$ cat src/rtl/seq_alu.sv
module seq_alu #(
  parameter int W = 8
) (
  input  logic [3:0]   op,
  input  logic [W-1:0] a,
  input  logic [W-1:0] b,
  output logic [W-1:0] res,
  output logic         cf,
  output logic         vf
);
  logic [W:0]     s;
  logic [2*W-1:0] p;

  always_comb begin
    res = a;
    cf  = 1'b0;
    vf  = 1'b0;
    s   = '0;
    p   = '0;
    case (op)
      4'h0: begin
        s   = {1'b0, a} + {1'b0, b};
        res = s[W-1:0];
        cf  = s[W];
        vf  = (a[W-1] == b[W-1]) && (res[W-1] != a[W-1]);
      end
      4'h1, 4'h9: begin
        s   = {1'b0, a} + {1'b0, ~b} + (W+1)'(1);
        res = s[W-1:0];
        cf  = s[W];
        vf  = (a[W-1] != b[W-1]) && (res[W-1] != a[W-1]);
      end
      4'h2: res = a & b;
      4'h3: res = a | b;
      4'h4: res = a ^ b;
      4'h5: begin
        res = {a[W-2:0], 1'b0};
        cf  = a[W-1];
      end
      4'h6: begin
        res = {1'b0, a[W-1:1]};
        cf  = a[0];
      end
      4'h7: begin
        p   = {{W{1'b0}}, a} * {{W{1'b0}}, b};
        res = p[W-1:0];
        cf  = |p[2*W-1:W];
      end
      4'h8: begin
        if (b == '0) begin
          res = '0;
          cf  = 1'b1;
          vf  = 1'b1;
        end else begin
          res = a / b;
        end
      end
      default: res = a;
    endcase
  end
endmodule

$ cat src/rtl/byte_seq_cpu.sv
module byte_seq_cpu #(
  parameter int DW   = 8,
  parameter int AW   = 16,
  parameter int NREG = 4
) (
  input  logic          clk,
  input  logic          rst_n,
  output logic [AW-1:0] mem_addr,
  output logic          mem_rd,
  input  logic [DW-1:0] mem_rdata,
  output logic          mem_wr,
  output logic [DW-1:0] mem_wdata,
  output logic          halted,
  output logic          retired
);
  localparam int RW = $clog2(NREG);

  typedef enum logic [3:0] {
    S_IHI_RQ, S_IHI_CP, S_ILO_RQ, S_ILO_CP,
    S_AHI_RQ, S_AHI_CP, S_ALO_RQ, S_ALO_CP,
    S_EXEC, S_LD_RQ, S_LD_CP, S_PSH_HI, S_PSH_LO, S_HALT
  } state_t;

  state_t        state;
  logic [DW-1:0] gpr [NREG];
  logic [AW-1:0] pc, sp, tgt;
  logic [DW-1:0] ir;
  logic          fz, fn, fc, fv;

  logic [3:0]    opc;
  logic [RW-1:0] rd, rs;
  logic          wide;
  logic [DW-1:0] alu_res;
  logic          alu_c, alu_v;

  assign opc  = ir[DW-1:DW-4];
  assign rd   = ir[DW-5:DW-4-RW];
  assign rs   = ir[DW-5-RW:DW-4-2*RW];
  assign wide = (opc >= 4'hA) && (opc <= 4'hE);

  seq_alu #(.W(DW)) alu_i (
    .op (opc),
    .a  (gpr[rd]),
    .b  (gpr[rs]),
    .res(alu_res),
    .cf (alu_c),
    .vf (alu_v)
  );

  assign mem_rd = (state == S_IHI_RQ) || (state == S_ILO_RQ) ||
                  (state == S_AHI_RQ) || (state == S_ALO_RQ) || (state == S_LD_RQ);
  assign mem_wr = ((state == S_EXEC) && (opc == 4'hB)) ||
                  (state == S_PSH_HI) || (state == S_PSH_LO);
  assign halted = (state == S_HALT);
  assign retired = ((state == S_EXEC) && (opc != 4'hA) && (opc != 4'hE)) ||
                   (state == S_LD_CP) || (state == S_PSH_LO);

  always_comb begin
    case (state)
      S_EXEC, S_LD_RQ:    mem_addr = tgt;
      S_PSH_HI, S_PSH_LO: mem_addr = sp - AW'(1);
      default:            mem_addr = pc;
    endcase
    case (state)
      S_PSH_HI: mem_wdata = pc[AW-1:AW-DW];
      S_PSH_LO: mem_wdata = pc[DW-1:0];
      default:  mem_wdata = gpr[rs];
    endcase
  end

  always_ff @(posedge clk or negedge rst_n) begin
    if (!rst_n) begin
      state <= S_IHI_RQ;
      pc    <= '0;
      sp    <= '0;
      tgt   <= '0;
      ir    <= '0;
      fz    <= 1'b0;
      fn    <= 1'b0;
      fc    <= 1'b0;
      fv    <= 1'b0;
      for (int i = 0; i < NREG; i++) gpr[i] <= '0;
    end else begin
      case (state)
        S_IHI_RQ: state <= S_IHI_CP;
        S_IHI_CP: begin
          ir    <= mem_rdata;
          pc    <= pc + AW'(1);
          state <= S_ILO_RQ;
        end
        S_ILO_RQ: state <= S_ILO_CP;
        S_ILO_CP: begin
          pc    <= pc + AW'(1);
          state <= wide ? S_AHI_RQ : S_EXEC;
        end
        S_AHI_RQ: state <= S_AHI_CP;
        S_AHI_CP: begin
          tgt[AW-1:AW-DW] <= mem_rdata;
          pc    <= pc + AW'(1);
          state <= S_ALO_RQ;
        end
        S_ALO_RQ: state <= S_ALO_CP;
        S_ALO_CP: begin
          tgt[DW-1:0] <= mem_rdata;
          pc    <= pc + AW'(1);
          state <= S_EXEC;
        end
        S_EXEC: begin
          state <= S_IHI_RQ;
          case (opc)
            4'hA: state <= S_LD_RQ;
            4'hB: ;
            4'hC: pc <= tgt;
            4'hD: if (fz) pc <= tgt;
            4'hE: state <= S_PSH_HI;
            4'hF: state <= S_HALT;
            default: begin
              fz <= (alu_res == '0);
              fn <= alu_res[DW-1];
              fc <= alu_c;
              fv <= alu_v;
              if (opc != 4'h9) gpr[rd] <= alu_res;
            end
          endcase
        end
        S_LD_RQ: state <= S_LD_CP;
        S_LD_CP: begin
          gpr[rd] <= mem_rdata;
          fz    <= (mem_rdata == '0);
          fn    <= mem_rdata[DW-1];
          fc    <= 1'b0;
          fv    <= 1'b0;
          state <= S_IHI_RQ;
        end
        S_PSH_HI: begin
          sp    <= sp - AW'(1);
          state <= S_PSH_LO;
        end
        S_PSH_LO: begin
          sp    <= sp - AW'(1);
          pc    <= tgt;
          state <= S_IHI_RQ;
        end
        default: state <= S_HALT;
      endcase
    end
  end

  AST_RD_WR_EXCL: assert property (@(posedge clk) disable iff (!rst_n)
    !(mem_rd && mem_wr));
  AST_RD_WAIT: assert property (@(posedge clk) disable iff (!rst_n)
    mem_rd |=> !mem_rd);
  AST_HALT_QUIET: assert property (@(posedge clk) disable iff (!rst_n)
    halted |-> (!mem_rd && !mem_wr && !retired));
  AST_HALT_STICKY: assert property (@(posedge clk) disable iff (!rst_n)
    halted |=> (halted && $stable(pc) && $stable(sp)));
  AST_RETIRE_PULSE: assert property (@(posedge clk) disable iff (!rst_n)
    retired |=> !retired);
  AST_RETIRE_NEXT: assert property (@(posedge clk) disable iff (!rst_n)
    retired |=> (halted || (mem_rd && mem_addr == pc)));
  AST_PUSH_SP: assert property (@(posedge clk) disable iff (!rst_n)
    (mem_wr && (state != S_EXEC)) |=> (sp == $past(sp) - AW'(1)));
  AST_SP_QUIET: assert property (@(posedge clk) disable iff (!rst_n)
    !mem_wr |=> $stable(sp));
endmodule

$ cat config.mk
export PLATFORM = sky130hd
export DESIGN_NAME = byte_seq_cpu
export DESIGN_NICKNAME = d
export VERILOG_FILES = /design/src/rtl/seq_alu.sv /design/src/rtl/byte_seq_cpu.sv
export SDC_FILE = /design/constraint.sdc
export NUM_CORES = 1
export LEC_CHECK = 0
export ABC_AREA = 1
export BUFFER_PORTS_ARGS = -buffer_cell sky130_fd_sc_hd__buf_4
export CAP_MARGIN = 20
export CORE_MARGIN = 4
export CORE_UTILIZATION = 45
export CTS_BUF_LIST = sky130_fd_sc_hd__clkbuf_16
export CTS_CLUSTER_SIZE = 24
export DETAILED_ROUTE_END_ITERATION = 10
export MAX_ROUTING_LAYER = met4
export PLACE_DENSITY = 0.69
export SETUP_SLACK_MARGIN = 0.4
export SLEW_MARGIN = 25
export SYNTH_ARGS = -nofsm -noshare
export SYNTH_HDL_FRONTEND = slang
export SYNTH_SLANG_ARGS = --single-unit
export TNS_END_PERCENT = 50
$ cat constraint.sdc
create_clock -name clk -period 9.06 [get_ports clk]
set_input_delay 1.812 -clock clk [delete_from_list [all_inputs] [get_ports clk]]
set_output_delay 1.812 -clock clk [all_outputs]
set_load 0.02 [all_outputs]
# ---- After elaboration in Yosys (flattened, before gate mapping)
# Cells that the tools add are included.
dict set report totals {
  register_bits 93
  in_bits 10
  out_inout_bits 28
  elab_cells 118
}
dict set report op_classes {
  add_sub_neg 5
  mul 1
  n_div 1
  magnitude_cmp 5
  n_eq_ne 35
  mux 25
  n_bitwise 6
  n_reduce_logical 29
}
# cell n
set ops {}
lappend ops {{8-bit one-hot mux with 9 select lines} 1}
lappend ops {{32-bit bitwise mux} 2}
lappend ops {{32-bit two-way mux} 2}
lappend ops {{16-bit one-hot mux with 2 select lines} 2}
lappend ops {{32-bit one-hot mux with 2 select lines} 1}
lappend ops {{4-bit == test (second input constant)} 14}
lappend ops {{8-bit two-way mux} 6}
lappend ops {{16-bit one-hot mux with 3 select lines} 1}
lappend ops {{4-bit one-hot mux with 12 select lines} 1}
lappend ops {{8-bit binary-select mux with 2-bit select} 2}
lappend ops {{4-bit by 3-bit == test with 1-bit output (second input constant)} 8}
lappend ops {{8-bit logical NOT} 3}
lappend ops {{16-bit by 1-bit adder with 16-bit output (second input constant)} 1}
lappend ops {{8-bit adder} 2}
lappend ops {{8-bit demux with 2-bit select} 1}
lappend ops {{4-bit by 2-bit == test with 1-bit output (second input constant)} 4}
lappend ops {{16-bit two-way mux} 1}
lappend ops {{8-bit one-hot mux with 2 select lines} 1}
lappend ops {{16-bit by 1-bit subtractor with 16-bit output (second input constant)} 1}
lappend ops {{4-bit inequality test (second input constant)} 3}
lappend ops {{4-bit one-hot mux with 3 select lines} 1}
lappend ops {{8-bit by 1-bit adder with 8-bit output (second input constant)} 1}
lappend ops {{8-bit bitwise AND} 1}
lappend ops {{8-bit by 8-bit divider with 8-bit output} 1}
lappend ops {{27 further kinds} 46}

# ---- Logic depth before layout (Yosys ltp)
dict set report logic_depth {
  ltp_word 12
  mapped_depth 79
  mapped_depth_nobuf 77
}

# ---- By module
# A second synthesis with hierarchy kept.
dict set report hier_totals {
  hier_cells 1667
  area_unflattened_um2 10951.8
}
# module instances cells_per_inst area_each_um2 seq_area_each_um2
set by_module_without_submodules {}
lappend by_module_without_submodules {byte_seq_cpu 1 806 5599.1 2327.2}
lappend by_module_without_submodules {seq_alu 1 861 5352.6 0.0}

# ---- Worst setup path after synthesis
# OpenSTA, ideal clock, no wires.
dict set report synth_timing {
  kind {register to register}
  from {reg ir[2]}
  to {reg fz}
  setup_time_ps 73
  t_arrival_ps 9490
  required_ps 8987
  slack_ps -503
  path_stages_with_launch 71
  path_buffers 2
  synth_period_minus_slack_ps 9563
  cell_sequence {dfrtp_1 -> buf_4 -> buf_6 -> nand2_2 -> nor2_1 -> a21oi_1 -> nand3_1 -> ha_1 -> nor2_1 -> nor2_1 -> nand3_2 -> nand2_1 -> o21ai_1 -> ha_1 -> o21ai_0 -> a21oi_4 -> nand2_1 -> o21ai_0 -> [... 35 more ...] -> a21oi_1 -> o21ai_0 -> inv_1 -> nand3_1 -> inv_1 -> o21ai_0 -> ha_1 -> a21oi_1 -> o21ai_0 -> nand2_1 -> o2111ai_1 -> nand2_1 -> nand2_1 -> o21ai_0 -> nand3_1 -> nor3_2 -> nand2_1 -> a21oi_2}
}
dict set report synth_between {
  elab_chain_len 10
  word_cells_on_any_way 17
  classes_between {3 x add/sub; 1 x mul; 1 x div; 7 x mux; 4 x bitwise; 1 x reduce/logical}
}
# item line
set synth_lines {}
lappend synth_lines {{start, declared} byte_seq_cpu.sv:27} ;# logic [DW-1:0] ir;
lappend synth_lines {{start signal, assigned} byte_seq_cpu.sv:87} ;# ir <= mem_rdata;
lappend synth_lines {{2-bit inverter with 3-bit output (implied by the code) (*)} byte_seq_cpu.sv:43} ;# .a (gpr[rd]),
lappend synth_lines {{8-bit binary-select mux with 2-bit select (*)} byte_seq_cpu.sv:43}
lappend synth_lines {{8-bit two-way mux (implied by the code) (*) (2 in series)} byte_seq_cpu.sv:43}
lappend synth_lines {{8-bit by 8-bit divider with 8-bit output / 8-bit adder (equally long branches)} {seq_alu.sv:55, seq_alu.sv:28}}
lappend synth_lines {{8-bit two-way mux / 8-bit by 1-bit adder with 8-bit output (equally long branches)} {seq_alu.sv:50, seq_alu.sv:28}}
lappend synth_lines {{8-bit one-hot mux with 9 select lines (*)} seq_alu.sv:20} ;# case (op)
lappend synth_lines {{8-bit logical NOT (*)} byte_seq_cpu.sv:118} ;# fz <= (alu_res == '0);
lappend synth_lines {{1-bit two-way mux (*)} byte_seq_cpu.sv:110} ;# case (opc)
lappend synth_lines {{1-bit one-hot mux with 2 select lines (*)} byte_seq_cpu.sv:84} ;# case (state)
lappend synth_lines {{end signal, assigned} byte_seq_cpu.sv:118}
lappend synth_lines {{end signal, assigned} byte_seq_cpu.sv:129} ;# fz <= (mem_rdata == '0);
lappend synth_lines {{end, declared} byte_seq_cpu.sv:28} ;# logic fz, fn, fc, fv;
# Mark *: on every way between the ends. The rest lies on a longest branch, timed or not. The select of a mux whose other input is x is not followed.
# A chain may end at the register's enable or synchronous reset.

# ---- Final worst setup path
dict set report layout_timing {
  from {reg ir[3]}
  to {reg fz}
}
# Same word-level chain as after synthesis.

==> results by group <==
Finish
  • # fillers: 2042
  • Area delta synth->final: 20.2%
  • # diodes: 0
  • Finished Core Util: 55.8%
  • Layout Nets: 1659
  • Share of cells above drive strength 1: 20.1%
  • Design Area, Final: 11500 sq um

Timing
  • Setup TNS: -0.807 ns
  • Clk_skew: 0.0113 ns
  • Final setup margin: -0.226 ns
  • Worst slew margin: about a third
  • Pins Over Slew Limit: 0
  • RSZ-0062 raised after global routing: true
  • F_max: 108 MHz
  • Period utilization: 102%
  • Final setup violation count: 5
  • Final hold violation count: 0
  • Slew @ Worst Pin: 0.993 ns
  • Tmin final: ~9.3 ns

Synthesis
  • Synth top area share: roughly 24%
  • Post-synthesis sequential area ratio: 24.4%
  • Post-Syn Area per Cell: 6.63 sq um
  • Synth Net Count: between 1500 and 2000
  • Most common cell in the netlist: nand2_1
  • YS warnings: 0
  • Synth cell types: 53
  • Post-Syn Area: 9540 sq um
  • Largest cells by area after synthesis: dfrtp_1 24%, nand2_1 16%, ha_1 10%
  • Post-synth ARST share: 100%
  • Cell taking the most area after synthesis: dfrtp_1
  • Main synth FF type: dfrtp_1
  • Cells after Synth: 1438
  • Post-synth EDFFs: 0
  • Synth top cells by count: 400 x nand2_1, 188 x inv_1, 115 x nand3_1, 115 x nor2_1, 115 x o21ai_0
  • Synth Register Bits: 93

Drt
  • DR iter-0 viols: 996
  • Vias per cell: 5.56
  • Total number of vias: 10200
  • WL final: 31700 um
  • DR DRC count: 0
  • Routed len/inst: 17.3 um
  • DRT Pass-1 Iters: 6
  • Routed Antenna Nets: 0

Setup path
  • Worst EP required: 9.34 ns
  • Crit-path leading delay family: simple AND/OR/NAND/NOR gates
  • CP startpoint kind: flop
  • R2R Setup Slk: -0.23 ns
  • Crit path kind: reg -> reg
  • Critical Path Max Stage Delay: 0.44 ns
  • Cell mode on critical path: nand2_1
  • Element type at the critical path end: flop
  • Buf/Inv on CP: 8
  • CP max stage cell: dfrtp_2
  • CP max FO: 8
  • CP arrival: 9.57 ns

Floorplanning
  • Initial Util: 46.4%
  • Die Y: 154 um
  • Die width: 154 um
  • Number of placed I/O pins: 38
  • Die area: 23600 sq um
  • Core region area: 20600 sq um
  • Row count: 52

Global routing
  • Initial antenna violation count: 0
  • Vias in the first global route: 9521
  • Pin count of the biggest net entering global routing: 72
  • First-pass GRT wire length: 49500 um
  • Total grt overflow: 0
  • Total Routing Usage GR: 26.4%

Job
  • Max-Cap Viols: 0

Clock network
  • TritonCTS clock tree: built
  • # clock sinks: 93
  • H-tree depth: 3
  • Num CTS Buffers: 9
  • CTS clock-pin slew for the worst setup and hold paths: around 0.070 ns
  • Worst-Skew Late Latency: 0.34 ns
  • Root Buffer: clkbuf_16
  • CTS Buffer Depth: 2

Placed design
  • GPL Wtd Cong: 0.986
  • Post-detail-place hpwl: 24000 um
  • Pre-CTS setup slack: -0.286 ns
  • Number of port buffers: 37
  • Cell Area, Placed: 10700 sq um

Run status
  • Outcome: finished with violations
  • Violated checks: negative setup slack

Worst hold path
  • HP Class: reg -> reg
## routing by layer
metal	track usage (%)	vias to the layer above	wire length, um
li1	-	4930	-
met1	36.4	4771	14200
met2	41.4	416	14500
met3	3.51	66	2230
met4	6.73	0	763
met5	-	-	0
## cells in the final DEF, fill, tap and decap left out, types with 5 or more instances in the layout
cell       netlist  routed
nand4_1         12      12
inv_2           11      17
a21oi_1         60      52
o211ai_1        10      10
inv_4            1       5
buf_4            4     134
a21oi_2          3       9
ha_1            80      67
o221ai_1        24      23
o21ai_2          5      12
nor2_1         115     111
nand2_2         17      34
nand2_1        400     380
dfrtp_1         93      90
clkbuf_16        0       9
nand2_4          5       8
o21ai_1         19      19
nand3_1        115     106
o22ai_1          5       5
o21ai_0        115     106
xor2_1          22      22
ha_4             0      13
or2_2           11      11
fa_1            14      14
nor2_2           5       9
nor3_1          13      12
inv_1          188     180
nand3_2         11      19
## worst reg2reg max path, delay by kind of cell, from the launching register on
family                   cells  cell delay [ns]
AO/OA/AOI/OAI               18             2.11
adder cells (fa/ha/maj)      8             2.17
buffers and inverters        8             0.66
flip-flops                   1             0.44
AND/OR/NAND/NOR             38             3.80
## final cells by class
class | count | area [sq um] | share of cell area (%)
Sequential cell | 93 | 2330 | 20.3
Timing Repair inverter | 1 | 6.26 | 0.0545
Multi-Input combinational cell | 1108 | 6660 | 58.1
Inverter | 202 | 768 | 6.70
Tap cell | 270 | 338 | 2.95
Clock buffer | 9 | 225 | 1.96
Clock inverter | 7 | 48.8 | 0.425
Timing Repair Buffer | 140 | 1090 | 9.51
## state kept, by name, indices dropped and copies added, names as in the netlist
signal	count
pc	16
gpr	32
sp	16
ir	8
tgt	16
fz	1
state	4
## path summary, 6_finish.rpt
path | from | to | cells after the start
worst min register to register | tgt[10] | tgt[10] | 2
worst min-delay path | tgt[10] | tgt[10] | 2
worst max register to register | ir[3] | fz | 72
max in group asynchronous | rst_n | ir[3] | 2
min in group asynchronous | rst_n | sp[5] | 1
worst max-delay path | ir[3] | fz | 72
## cell families after synthesis
| family | after synthesis | synth area share [%] |
|---|---|---|
| compound gates | 264 | 16.2 |
| simple gates | 725 | 33.6 |
| flops | 93 | 24.4 |
| fa+ha+maj | 94 | 13.4 |
| xor+xnor | 25 | 2.30 |
| buf+inv | 237 | 10.1 |
## repair_timing
item,in CTS,in global routing
setup endpoints to repair,9,9
pin swaps,28,67
hold buffers,0,0
resized for setup,24,57
gates cloned,1,0
setup buffers,9,16
hold endpoints to repair,0,0
## metrics by stage
step	instances	hold slack, ns
detailed placement	1788	0.481
floorplan	1438	0.449
CTS	1814	0.498
finish	1830	0.496
global route	1830	0.536
global placement	1788	0.466
Power is not shown: default switching activity piles up to over one toggle a cycle in this logic, so the estimate is an artifact.
